`config.mk`:
```
export PLATFORM = sky130hd
export DESIGN_NAME = ucode_bus_core
export DESIGN_NICKNAME = d
export VERILOG_FILES = /design/src/rtl/ubc_pkg.sv /design/src/rtl/ubc_alu.sv /design/src/rtl/ubc_regfile.sv /design/src/rtl/ubc_useq.sv /design/src/rtl/ucode_bus_core.sv
export SDC_FILE = /design/constraint.sdc
export NUM_CORES = 2
export LEC_CHECK = 0
export BUFFER_PORTS_ARGS = -buffer_cell sky130_fd_sc_hd__clkbuf_2
export CAP_MARGIN = 20
export CORE_ASPECT_RATIO = 0.5
export CORE_MARGIN = 1.5
export CORE_UTILIZATION = 30
export DETAILED_ROUTE_END_ITERATION = 16
export SKIP_LAST_GASP = 1
export SLEW_MARGIN = 5
export SYNTH_ARGS = -nofsm -noshare
export SYNTH_HDL_FRONTEND = slang
export SYNTH_SLANG_ARGS = --single-unit
```
`constraint.sdc`:
```
create_clock -name clk -period 18.2 [get_ports clk]
set_input_delay 1.82 -clock clk [delete_from_list [all_inputs] [get_ports clk]]
set_output_delay 1.82 -clock clk [all_outputs]
set_load 0.1 [all_outputs]
```
`src/rtl/ubc_pkg.sv`:
```
package ubc_pkg;

  localparam int UA_W = 6;

  typedef enum logic [1:0] {SQ_NEXT, SQ_DISP, SQ_BZ, SQ_WAIT} seq_mode_e;
  typedef enum logic [1:0] {AL_ADD, AL_SUB, AL_AND, AL_OR} alu_op_e;
  typedef enum logic [1:0] {EX_SEXT, EX_ZEXT, EX_SHL2, EX_FOUR} ext_sel_e;
  typedef enum logic [2:0] {RS_RD, RS_RT, RS_RS, RS_LINK, RS_PC} reg_sel_e;

  // 17 datapath control bits followed by the sequencing fields
  typedef struct packed {
    logic      ld_ir;
    logic      ld_a;
    logic      ld_b;
    logic      ld_ma;
    logic      en_imm;
    logic      en_alu;
    logic      en_reg;
    logic      en_mem;
    logic      reg_wr;
    logic      mem_wr;
    alu_op_e   alu_op;
    ext_sel_e  ext;
    reg_sel_e  rsel;
    seq_mode_e mode;
    logic [UA_W-1:0] nxt;
  } uword_t;

endpackage

```
`src/rtl/ubc_alu.sv`:
```
module ubc_alu import ubc_pkg::*; #(
  parameter int DW = 32
) (
  input  logic [DW-1:0] a,
  input  logic [DW-1:0] b,
  input  alu_op_e       op,
  output logic [DW-1:0] y,
  output logic          zero
);
  always_comb begin
    case (op)
      AL_ADD:  y = a + b;
      AL_SUB:  y = a - b;
      AL_AND:  y = a & b;
      default: y = a | b;
    endcase
  end
  assign zero = (y == '0);
endmodule

```
`src/rtl/ubc_regfile.sv`:
```
module ubc_regfile #(
  parameter int          DW       = 32,
  parameter int          NREG     = 32,
  parameter logic [DW-1:0] RESET_PC = '0,
  localparam int         IW       = $clog2(NREG + 1)
) (
  input  logic          clk,
  input  logic          rst,
  input  logic [IW-1:0] idx,
  input  logic          wr_en,
  input  logic [DW-1:0] wr_data,
  output logic [DW-1:0] rd_data
);
  // entries 0..NREG-1 are general registers, entry NREG is the program counter
  logic [DW-1:0] regs [NREG+1];

  always_ff @(posedge clk) begin
    if (rst) begin
      for (int i = 0; i <= NREG; i++) regs[i] <= '0;
      regs[NREG] <= RESET_PC;
    end else if (wr_en && idx != '0) begin
      regs[idx] <= wr_data;
    end
  end

  assign rd_data = (idx == '0) ? '0 : regs[idx];

  a_r4_zero_reads: assert property (@(posedge clk) disable iff (rst)
    (idx == '0) |-> (rd_data == '0));

  a_r5_pc_aligned: assert property (@(posedge clk) disable iff (rst)
    regs[NREG][1:0] == 2'b00);
endmodule

```
`src/rtl/ubc_useq.sv`:
```
module ubc_useq import ubc_pkg::*; (
  input  logic       clk,
  input  logic       rst,
  input  logic [5:0] opcode,
  input  logic       zero,
  input  logic       busy,
  output uword_t     uw,
  output logic       go
);
  logic [UA_W-1:0] uaddr, uaddr_n;

  function automatic logic [UA_W-1:0] dispatch(input logic [5:0] op);
    case (op)
      6'd0:    return UA_W'(4);
      6'd1:    return UA_W'(7);
      6'd2:    return UA_W'(10);
      6'd3:    return UA_W'(13);
      6'd8:    return UA_W'(16);
      6'd4:    return UA_W'(19);
      6'd43:   return UA_W'(25);
      6'd35:   return UA_W'(29);
      default: return '0;
    endcase
  endfunction

  function automatic uword_t urom(input logic [UA_W-1:0] a);
    uword_t w;
    int     k;
    w = '0;
    k = int'(a) - 4;
    if (a >= UA_W'(4) && a <= UA_W'(15)) begin
      // four register-register routines of three words each
      w.nxt = UA_W'(int'(a) + 1);
      case (k % 3)
        0: begin w.rsel = RS_RS; w.en_reg = 1'b1; w.ld_a = 1'b1; end
        1: begin w.rsel = RS_RT; w.en_reg = 1'b1; w.ld_b = 1'b1; end
        default: begin
          w.alu_op = alu_op_e'(2'(k / 3));
          w.en_alu = 1'b1; w.rsel = RS_RD; w.reg_wr = 1'b1; w.nxt = '0;
        end
      endcase
    end else begin
      case (a)
        UA_W'(0):  begin w.rsel = RS_PC; w.en_reg = 1'b1; w.ld_ma = 1'b1; w.ld_a = 1'b1; w.nxt = UA_W'(1); end
        UA_W'(1):  begin w.en_mem = 1'b1; w.ld_ir = 1'b1; w.mode = SQ_WAIT; w.nxt = UA_W'(2); end
        UA_W'(2):  begin w.ext = EX_FOUR; w.en_imm = 1'b1; w.ld_b = 1'b1; w.nxt = UA_W'(3); end
        UA_W'(3):  begin w.en_alu = 1'b1; w.rsel = RS_PC; w.reg_wr = 1'b1; w.mode = SQ_DISP; end
        // add immediate
        UA_W'(16): begin w.rsel = RS_RS; w.en_reg = 1'b1; w.ld_a = 1'b1; w.nxt = UA_W'(17); end
        UA_W'(17): begin w.en_imm = 1'b1; w.ld_b = 1'b1; w.nxt = UA_W'(18); end
        UA_W'(18): begin w.en_alu = 1'b1; w.rsel = RS_RT; w.reg_wr = 1'b1; end
        // branch on equal
        UA_W'(19): begin w.rsel = RS_RS; w.en_reg = 1'b1; w.ld_a = 1'b1; w.nxt = UA_W'(20); end
        UA_W'(20): begin w.rsel = RS_RT; w.en_reg = 1'b1; w.ld_b = 1'b1; w.nxt = UA_W'(21); end
        UA_W'(21): begin w.alu_op = AL_SUB; w.mode = SQ_BZ; w.nxt = UA_W'(22); end
        UA_W'(22): begin w.rsel = RS_PC; w.en_reg = 1'b1; w.ld_a = 1'b1; w.nxt = UA_W'(23); end
        UA_W'(23): begin w.ext = EX_SHL2; w.en_imm = 1'b1; w.ld_b = 1'b1; w.nxt = UA_W'(24); end
        UA_W'(24): begin w.en_alu = 1'b1; w.rsel = RS_PC; w.reg_wr = 1'b1; end
        // store word
        UA_W'(25): begin w.rsel = RS_RS; w.en_reg = 1'b1; w.ld_a = 1'b1; w.nxt = UA_W'(26); end
        UA_W'(26): begin w.en_imm = 1'b1; w.ld_b = 1'b1; w.nxt = UA_W'(27); end
        UA_W'(27): begin w.en_alu = 1'b1; w.ld_ma = 1'b1; w.nxt = UA_W'(28); end
        UA_W'(28): begin w.rsel = RS_RT; w.en_reg = 1'b1; w.mem_wr = 1'b1; w.mode = SQ_WAIT; end
        // load word
        UA_W'(29): begin w.rsel = RS_RS; w.en_reg = 1'b1; w.ld_a = 1'b1; w.nxt = UA_W'(30); end
        UA_W'(30): begin w.en_imm = 1'b1; w.ld_b = 1'b1; w.nxt = UA_W'(31); end
        UA_W'(31): begin w.en_alu = 1'b1; w.ld_ma = 1'b1; w.nxt = UA_W'(32); end
        UA_W'(32): begin w.en_mem = 1'b1; w.rsel = RS_RT; w.reg_wr = 1'b1; w.mode = SQ_WAIT; end
        default: ;
      endcase
    end
    return w;
  endfunction

  assign uw = urom(uaddr);
  assign go = !(uw.mode == SQ_WAIT && busy);

  always_comb begin
    case (uw.mode)
      SQ_DISP: uaddr_n = dispatch(opcode);
      SQ_BZ:   uaddr_n = zero ? uw.nxt : '0;
      SQ_WAIT: uaddr_n = busy ? uaddr : uw.nxt;
      default: uaddr_n = uw.nxt;
    endcase
  end

  always_ff @(posedge clk) begin
    if (rst) uaddr <= '0;
    else     uaddr <= uaddr_n;
  end

  a_r1_start_fetch: assert property (@(posedge clk) disable iff (rst)
    $fell(rst) |-> (uaddr == '0));

  a_r7_stall_holds: assert property (@(posedge clk) disable iff (rst)
    (uw.mode == SQ_WAIT && busy) |=> $stable(uaddr));
endmodule

```
`src/rtl/ucode_bus_core.sv`:
```
module ucode_bus_core import ubc_pkg::*; #(
  parameter int            DW       = 32,
  parameter int            NREG     = 32,
  parameter logic [DW-1:0] RESET_PC = '0
) (
  input  logic          clk,
  input  logic          rst,
  output logic          mem_req,
  output logic          mem_we,
  output logic [DW-1:0] mem_addr,
  output logic [DW-1:0] mem_wdata,
  input  logic [DW-1:0] mem_rdata,
  input  logic          mem_busy
);
  localparam int IW = $clog2(NREG + 1);

  uword_t        uw;
  logic          go, alu_zero;
  logic [DW-1:0] ir, opa, opb, ma;
  logic [DW-1:0] bus, imm_val, alu_y, rf_q;
  logic [IW-1:0] rf_idx;

  ubc_useq u_seq (
    .clk(clk), .rst(rst), .opcode(ir[31:26]), .zero(alu_zero),
    .busy(mem_busy), .uw(uw), .go(go)
  );

  ubc_alu #(.DW(DW)) u_alu (
    .a(opa), .b(opb), .op(uw.alu_op), .y(alu_y), .zero(alu_zero)
  );

  always_comb begin
    case (uw.rsel)
      RS_RD:   rf_idx = IW'(ir[15:11]);
      RS_RT:   rf_idx = IW'(ir[20:16]);
      RS_RS:   rf_idx = IW'(ir[25:21]);
      RS_LINK: rf_idx = IW'(NREG - 1);
      default: rf_idx = IW'(NREG);
    endcase
  end

  ubc_regfile #(.DW(DW), .NREG(NREG), .RESET_PC(RESET_PC)) u_rf (
    .clk(clk), .rst(rst), .idx(rf_idx), .wr_en(uw.reg_wr && go),
    .wr_data(bus), .rd_data(rf_q)
  );

  always_comb begin
    case (uw.ext)
      EX_SEXT: imm_val = {{(DW-16){ir[15]}}, ir[15:0]};
      EX_ZEXT: imm_val = {{(DW-16){1'b0}}, ir[15:0]};
      EX_SHL2: imm_val = {{(DW-18){ir[15]}}, ir[15:0], 2'b00};
      default: imm_val = DW'(4);
    endcase
  end

  // shared bus: the control word enables one source per cycle
  always_comb begin
    bus = '0;
    if (uw.en_imm) bus = imm_val;
    if (uw.en_alu) bus = alu_y;
    if (uw.en_reg) bus = rf_q;
    if (uw.en_mem) bus = mem_rdata;
  end

  always_ff @(posedge clk) begin
    if (rst) begin
      ir <= '0; opa <= '0; opb <= '0; ma <= '0;
    end else if (go) begin
      if (uw.ld_ir) ir  <= bus;
      if (uw.ld_a)  opa <= bus;
      if (uw.ld_b)  opb <= bus;
      if (uw.ld_ma) ma  <= bus;
    end
  end

  assign mem_req   = uw.en_mem || uw.mem_wr;
  assign mem_we    = uw.mem_wr;
  assign mem_addr  = ma;
  assign mem_wdata = bus;

  a_r9_single_driver: assert property (@(posedge clk) disable iff (rst)
    $onehot0({uw.en_imm, uw.en_alu, uw.en_reg, uw.en_mem}));

  a_r7_request_held: assert property (@(posedge clk) disable iff (rst)
    (mem_req && mem_busy) |=> (mem_req && $stable(mem_addr) && $stable(mem_we)));
endmodule

```
# Yosys cells after proc, flatten, opt, wreduce, memory -nomap -nowiden
# Memories as Yosys holds them, arrays and structs flattened.
# Index checks and enable logic that the tools add are counted.
classes:
  addsub: 4
  n_div: 2
  order_cmp: 2
  eq_ne: 39
  muxes: 55
  n_bitwise: 4
  reduce_logical: 33
op_table:
  columns: ["op", "n"]
  rows:
  - ["two-way mux 32 bit", 7]
  - ["one-hot mux 32 bit (3 select lines)", 2]
  - ["== test 6 x 5 -> 1 bit (second input constant)", 16]
  - ["one-hot mux 6 bit (16 select lines)", 1]
  - ["logical NOT 32 bit", 2]
  - ["one-hot mux 5 bit (8 select lines)", 1]
  - ["adder 32 bit", 1]
  - ["AND 32 bit", 1]
  - ["divider 32 x 3 -> 32 bit (second input constant)", 1]
  - ["== test 32 x 1 -> 1 bit (second input constant)", 1]
  - ["remainder unit 32 x 3 -> 32 bit (second input constant)", 1]
  - ["OR 32 bit", 1]
  - ["OR reduction 32 bit", 1]
  - ["subtractor 32 bit", 1]
  - ["two-way mux 6 bit", 5]
  - ["two-way mux 1 bit", 25]
  - ["== test 6 x 2 -> 1 bit (second input constant)", 4]
  - ["one-hot mux 6 bit (4 select lines)", 1]
  - ["== test 6 bit (second input constant)", 3]
  - ["logical NOT 6 bit", 3]
  - ["one-hot mux 6 bit (3 select lines)", 1]
  - ["OR reduction 4 bit", 4]
  - ["two-way mux 2 bit", 7]
  - ["== test 6 x 1 -> 1 bit (second input constant)", 2]
  - ["other kinds (29)", 47]
totals:
  ff_bits: 134
  ramBits: 1056
  wordCells: 145
  mem_count: 1
mem_list:
  columns: ["name", "depth", "width", "read_ports", "rd_clocked_by_memory_dff", "write_ports", "line", "rtl"]
  rows:
  - ["u_rf.regs", 33, 32, 1, 0, 33, "ubc_regfile.sv:15", "logic [DW-1:0] regs [NREG+1];"]

# Longest topological paths before layout
depth:
  word_depth: 14
  ltp_mapped: 60
  depth_no_buf: 50

# Hierarchy
# A second synthesis with hierarchy kept.
unflattened:
  cells_unflattened: 6490
  hier_area_um2: 96053.4
by_module_without_submodules:
  columns: ["module", "n_inst", "cells_per_inst", "area_per_inst_um2", "seq_area_each_um2"]
  rows:
  - ["ubc_regfile", 1, 4970, 84422.2, 61499.0]
  - ["ucode_bus_core", 1, 669, 5960.7, 2562.5]
  - ["ubc_alu", 1, 471, 3140.5, 0.0]
  - ["ubc_useq", 1, 380, 2529.9, 120.1]

# Least setup slack after synthesis
# No wires, ideal clock.
synth_path:
  path_kind: "flip-flop to output port"
  start: "register u_seq.uaddr[2]"
  end: "output port mem_wdata[30]"
  t_arrival_ps: 13271
  t_required_ps: 16380
  setup_slack_ps: 3109
  path_stages_with_launch: 59
  path_cell_list: "dfxtp_1 > inv_1 > ha_1 > buf_4 > or3b_1 > buf_2 > o21a_4 > or4_1 > buf_2 > and3_1 > ha_1 > clkbuf_1 > or4_1 > and2_1 > ha_1 > buf_1 > nor2_1 > and4_1 > [... 23 more ...] > a21oi_1 > o21ai_0 > a21oi_1 > o21bai_1 > a221o_1 > a31o_2 > o31a_1 > a2111o_1 > nand3_1 > a311oi_1 > o21ai_0 > nor4bb_1 > o31ai_1 > a21boi_0 > nand4_1 > o21ai_1 > buf_2 > inv_1"
synth_via:
  elab_chain_len: 11
  word_cells_on_any_way: 74
  cone_classes: "1 x add/sub; 2 x div; 2 x order compare; 28 x eq/ne; 25 x mux; 15 x reduce/logical; 1 x memory"
synth_rtl:
  columns: ["element", "line", "rtl"]
  rows:
  - ["start: declaration", "ubc_useq.sv:10", "logic [UA_W-1:0] uaddr, uaddr_n;"]
  - ["start signal: assignment", "ubc_useq.sv:89", "else uaddr <= uaddr_n;"]
  - ["subtractor 6 x 3 -> 7 bit", "ubc_useq.sv:30", "k = int'(a) - 4;"]
  - ["remainder unit 32 x 3 -> 32 bit", "ubc_useq.sv:34", "case (k % 3)"]
  - ["== test 32 x 1 -> 1 bit / logical NOT 32 bit (equally long branches)", "ubc_useq.sv:34", null]
  - ["one-hot mux 2 bit (2 select lines) / OR reduction 2 bit (equally long branches)", null, null]
  - ["two-way mux 3 bit / two-way mux 2 bit (equally long branches)", "ubc_useq.sv:31, ubc_useq.sv:34", null]
  - ["== test 3 x 2 -> 1 bit, or another cell as far along", "ucode_bus_core.sv:33", "case (uw.rsel)"]
  - ["one-hot mux 6 bit (4 select lines), or another cell as far along", "ucode_bus_core.sv:33", null]
  - ["memory read (33 x 32 bit), or another cell as far along", null, null]
  - ["two-way mux 32 bit (on tied branches)", "ubc_regfile.sv:26, ucode_bus_core.sv:60", null]
  - ["two-way mux 32 bit", "ucode_bus_core.sv:61", "if (uw.en_reg) bus = rf_q;"]
  - ["two-way mux 32 bit *", "ucode_bus_core.sv:62", "if (uw.en_mem) bus = mem_rdata;"]
  - ["end: declaration", "ucode_bus_core.sv:11", "output logic [DW-1:0] mem_wdata,"]
# Mark *: on every way between the ends. The rest lies on a longest branch, timed or not.

# Final worst setup path
# Same ends and word-level chain as after synthesis.

==> impl_summary.md <==
Worst setup path
The maximum fanout count along the critical path is 33. The data required time of the critical path is 16.38 ns. The endpoint identified for the worst register-to-register timing path is u_rf.regs[30][24].

The most numerous cell type found on the critical path is ha_1. In this run the critical register-to-register path is launched from u_seq.uaddr[2]. The master of the slowest instance on the critical path is or4_1. The worst stage delay on the critical path is 0.67 ns. The critical path is of the reg -> out type.

Data arrives at the worst endpoint at 15.19 ns. In this run the register-to-register setup slack is 3.70 ns. STA classifies the critical path endpoint as an output port.

The worst-case reg-to-reg path depth is 49. The launching element type of the critical path is a flop.

Timing
Based on the critical path, the design can be clocked at up to 0.0588 GHz. Counting I/O delays and the setup requirement, the final critical path takes 17.01 ns. Summed over all failing endpoints, the final setup total negative slack is 0 ns. Between clock sinks in the finished design, the worst skew comes to 0.0755 ns. The hold violation count in the final report is 0. The relative max-transition margin is a little over an eighth.

Setup repair after global routing left no endpoint under its margin. The fraction of the cycle the final worst path needs is approximately 93%. Setup violations remaining at the end of the flow were counted as 0. The slew at the pin with the worst max-slew slack is 1.30 ns.

The max-slew violation count was 0.

Global route
Entering global routing, the biggest net connects approximately 130 pins. The wire length of the first global-routing pass is around 300000 µm. The global-route usage over all layers is 20.7%.

For this run the aggregate overflow at the end of global routing stands at 0. The number of antenna violations at the first check in global routing is 13. The via count of the first global-routing pass came to 40900.

Synthesis
Synthesis instantiated 107 different standard cells from the library. The post-synthesis compound-gate area fraction is 9.49%. The synthesized instance count is roughly 5500.

The share of the synthesized area in the top cell type is 54.8%. The synthesized area per cell is 10.5 µm². The adder-cell area share of the yosys netlist is 1.55%.

The number of flops mapped to enable cells by yosys is 1056. Counting flops and latches in the post-synthesis netlist gives around 1200. The share of synthesized cell area in and, or, nand and nor gates is 17.3%. Ranked by instance count, the synthesized netlist is headed by nor2_1 (1127), edfxtp_1 (1056), nand2_1 (671), nand3_1 (424), mux2i_1 (406). By area, the combinational part of the netlist is dominated by simple AND/OR/NAND/NOR gates.

The number of warnings printed during yosys synthesis is 0. Sequential cells were found to cover 59.4% of the synthesized design area. After Yosys synthesis, XOR and XNOR cells account for 0.938% of the synthesized area. By area the synthesized netlist is led by edfxtp_1 (55%), nor2_1 (7.3%), mux2i_1 (7.0%). For this run, asynchronously set or reset flops after synthesis account for 0%. The mapped netlist covers about 58000 µm². In the synthesized netlist, mux cells make up 7.19% of the area. The cell type with the highest aggregate area in the netlist is edfxtp_1. For this run, the leading register cell type out of synthesis is edfxtp_1.

The most common cell in the netlist is nor2_1.

Layout
After the last flow step, the layout net total stands at 5545. The count of inserted antenna diode cells is 0. The multi-input gate area in the final layout is 21800 µm². The signed area change from the synthesized netlist to the final layout is 12.9%. Summing all flip-flop and latch instances after layout gives 34400 µm². The layout has 19000 filler cells. The fraction of layout cells with a size suffix above 1 is 10.6%.

Route
Summing over every cut layer, the via total after detailed routing is ~44000. After detailed routing, the number of vias per cell comes to 5.50. For this run, design rule violations remaining after detail routing come to 0. The total routed wirelength is 209000 µm. The number of detailed-route iterations in the first pass is 6.

For this block, the initial DRC count from the detailed router was 6474. The mean routed wirelength per cell is 25.8 µm. The count of nets left with antenna violations once routing finished came out at 0.

Job
The tool flagged a number of max-cap violations equal to 0.

Clock tree
The number of hold buffers added after CTS was 0. The tree built by TritonCTS fans out to 1190 sinks. Clock latency on the worst-skew pair, taken at its later pin, is about 0.8 ns. After clock tree synthesis, the clock-pin slew on the worst setup and hold paths is 0.07 ns. The clock passes through at most 3 buffers. The root buffer cell chosen for the clock tree is clkbuf_16. TritonCTS built the clock tree.

In this run, CTS created clock tree buffers numbering between 100 and 150. The clock tree synthesis step divided the H-tree into 3 levels.

Min path
The worst hold path begins at mem_addr[19]. Counting instances, the worst hold path has a depth of 2. The worst hold path class is reg -> reg. The end point of the worst hold path is mem_addr[19].

Floorplan
The initial core utilization is approximately 30%. The floorplan die height is 314 µm. The area of the die is 196000 µm². The floorplan has 113 rows.

The horizontal die dimension is 624 µm. The top-level I/O count is 101. The core region is 191000 µm².

Placement
The final weighted congestion in routability-driven placement is 0.956. The total of buffers placed on input and output ports is 100. Once detailed placement completed, the half-perimeter wirelength came to ~120000 µm.

Run status
The run finished with clean final reports.
[layout make-up]
cell class | instances | share of cell area (%)
inverters | 80 | 0.463
well taps | 2530 | 4.84
multi-input cells | 3803 | 33.4
flip-flops and latches | 1190 | 52.6
clock buffers | 139 | 4.70
repair buffers | 266 | 2.90
clock inverters | 79 | 1.11
[layout by cell type, fill, tap and decap left out, drive strengths merged, types with 40 or more instances in the layout]
master	count
xnor2	40
inv	83
buf	167
a31oi	48
clkinv	60
a21oi	214
edfxtp	1056
nand3	424
clkbuf	238
nand2	671
nor2	1129
o21ai	210
dfxtp	134
mux2i	406
ha	51
a211oi	44
[worst max path at each step]
stage / start / endpoint / slack (ns) / cells after the start
4_1_cts: u_seq.uaddr[2] / mem_wdata[30] / 0.49 / 49
3_3_place_gp: u_seq.uaddr[2] / mem_wdata[30] / 1.57 / 50
3_5_place_dp: u_seq.uaddr[2] / mem_wdata[30] / 1.38 / 49
5_1_grt: u_seq.uaddr[2] / mem_wdata[30] / 0.08 / 51
2_1_floorplan: u_seq.uaddr[2] / mem_wdata[30] / 3.11 / 58
6_report: u_seq.uaddr[2] / mem_wdata[30] / 1.19 / 51
[per-stage QoR]
stage	instances	hold slack [ns]	area, µm²	setup WS, ns	util (%)
global route	8087	0.503	65400	0.0830	34.3
global placement	7859	0.451	61400	1.57	32.2
detailed placement	7860	0.464	61400	1.38	32.2
CTS	8078	0.469	65200	0.486	34.2
finish	8087	0.480	65400	1.19	34.3
floorplan	5559	0.455	58000	3.11	-
[sequential cells by signal, summed over array words and instances, names as in the netlist]
register     flops
opb             32
opa             32
mem_addr        32
u_seq.uaddr      6
ir              32
u_rf.regs     1056
[kinds of logic (layout without fill, tap and decap cells)]
logic type      after synthesis  after routing
compound gates              820            821
other cells                   1             32
fa+ha+maj                    76             76
xor+xnor                     62             62
flops                      1190           1190
simple gates               2397           2397
buf+inv                     567            564
mux                         415            415
[critical path, delay by kind of cell (launching register included)]
family	cells	cell delay [ns]
AOI/OAI and AO/OA	23	5.74
xor gates and xnor gates	3	0.64
adders and majority gates	6	1.89
buffers and inverters	5	1.28
DFF	1	0.40
and+or+nand+nor	14	4.42
[routing by layer]
layer / part of all wire [%] / track usage [%] / routed length, µm / vias to the layer above
met2: 44 / 31.2 / 90800 / 2399
met4: 4.3 / 8.42 / 9000 / 10
li1: - / - / - / 19500
met1: 41 / 28.6 / 85700 / 22200
met3: 11 / 4.75 / 23000 / 359
met5: 0.032 / 0 / 67 / -
[what timing repair did]
item / CTS / global route
setup buffers: 0 / 3
endpoints found under the setup margin: 0 / 5
gates resized for setup: 0 / 5
Power is left out: the tool's default activity adds up to more than one toggle a clock period on the data nets, which glitch-free logic cannot reach.
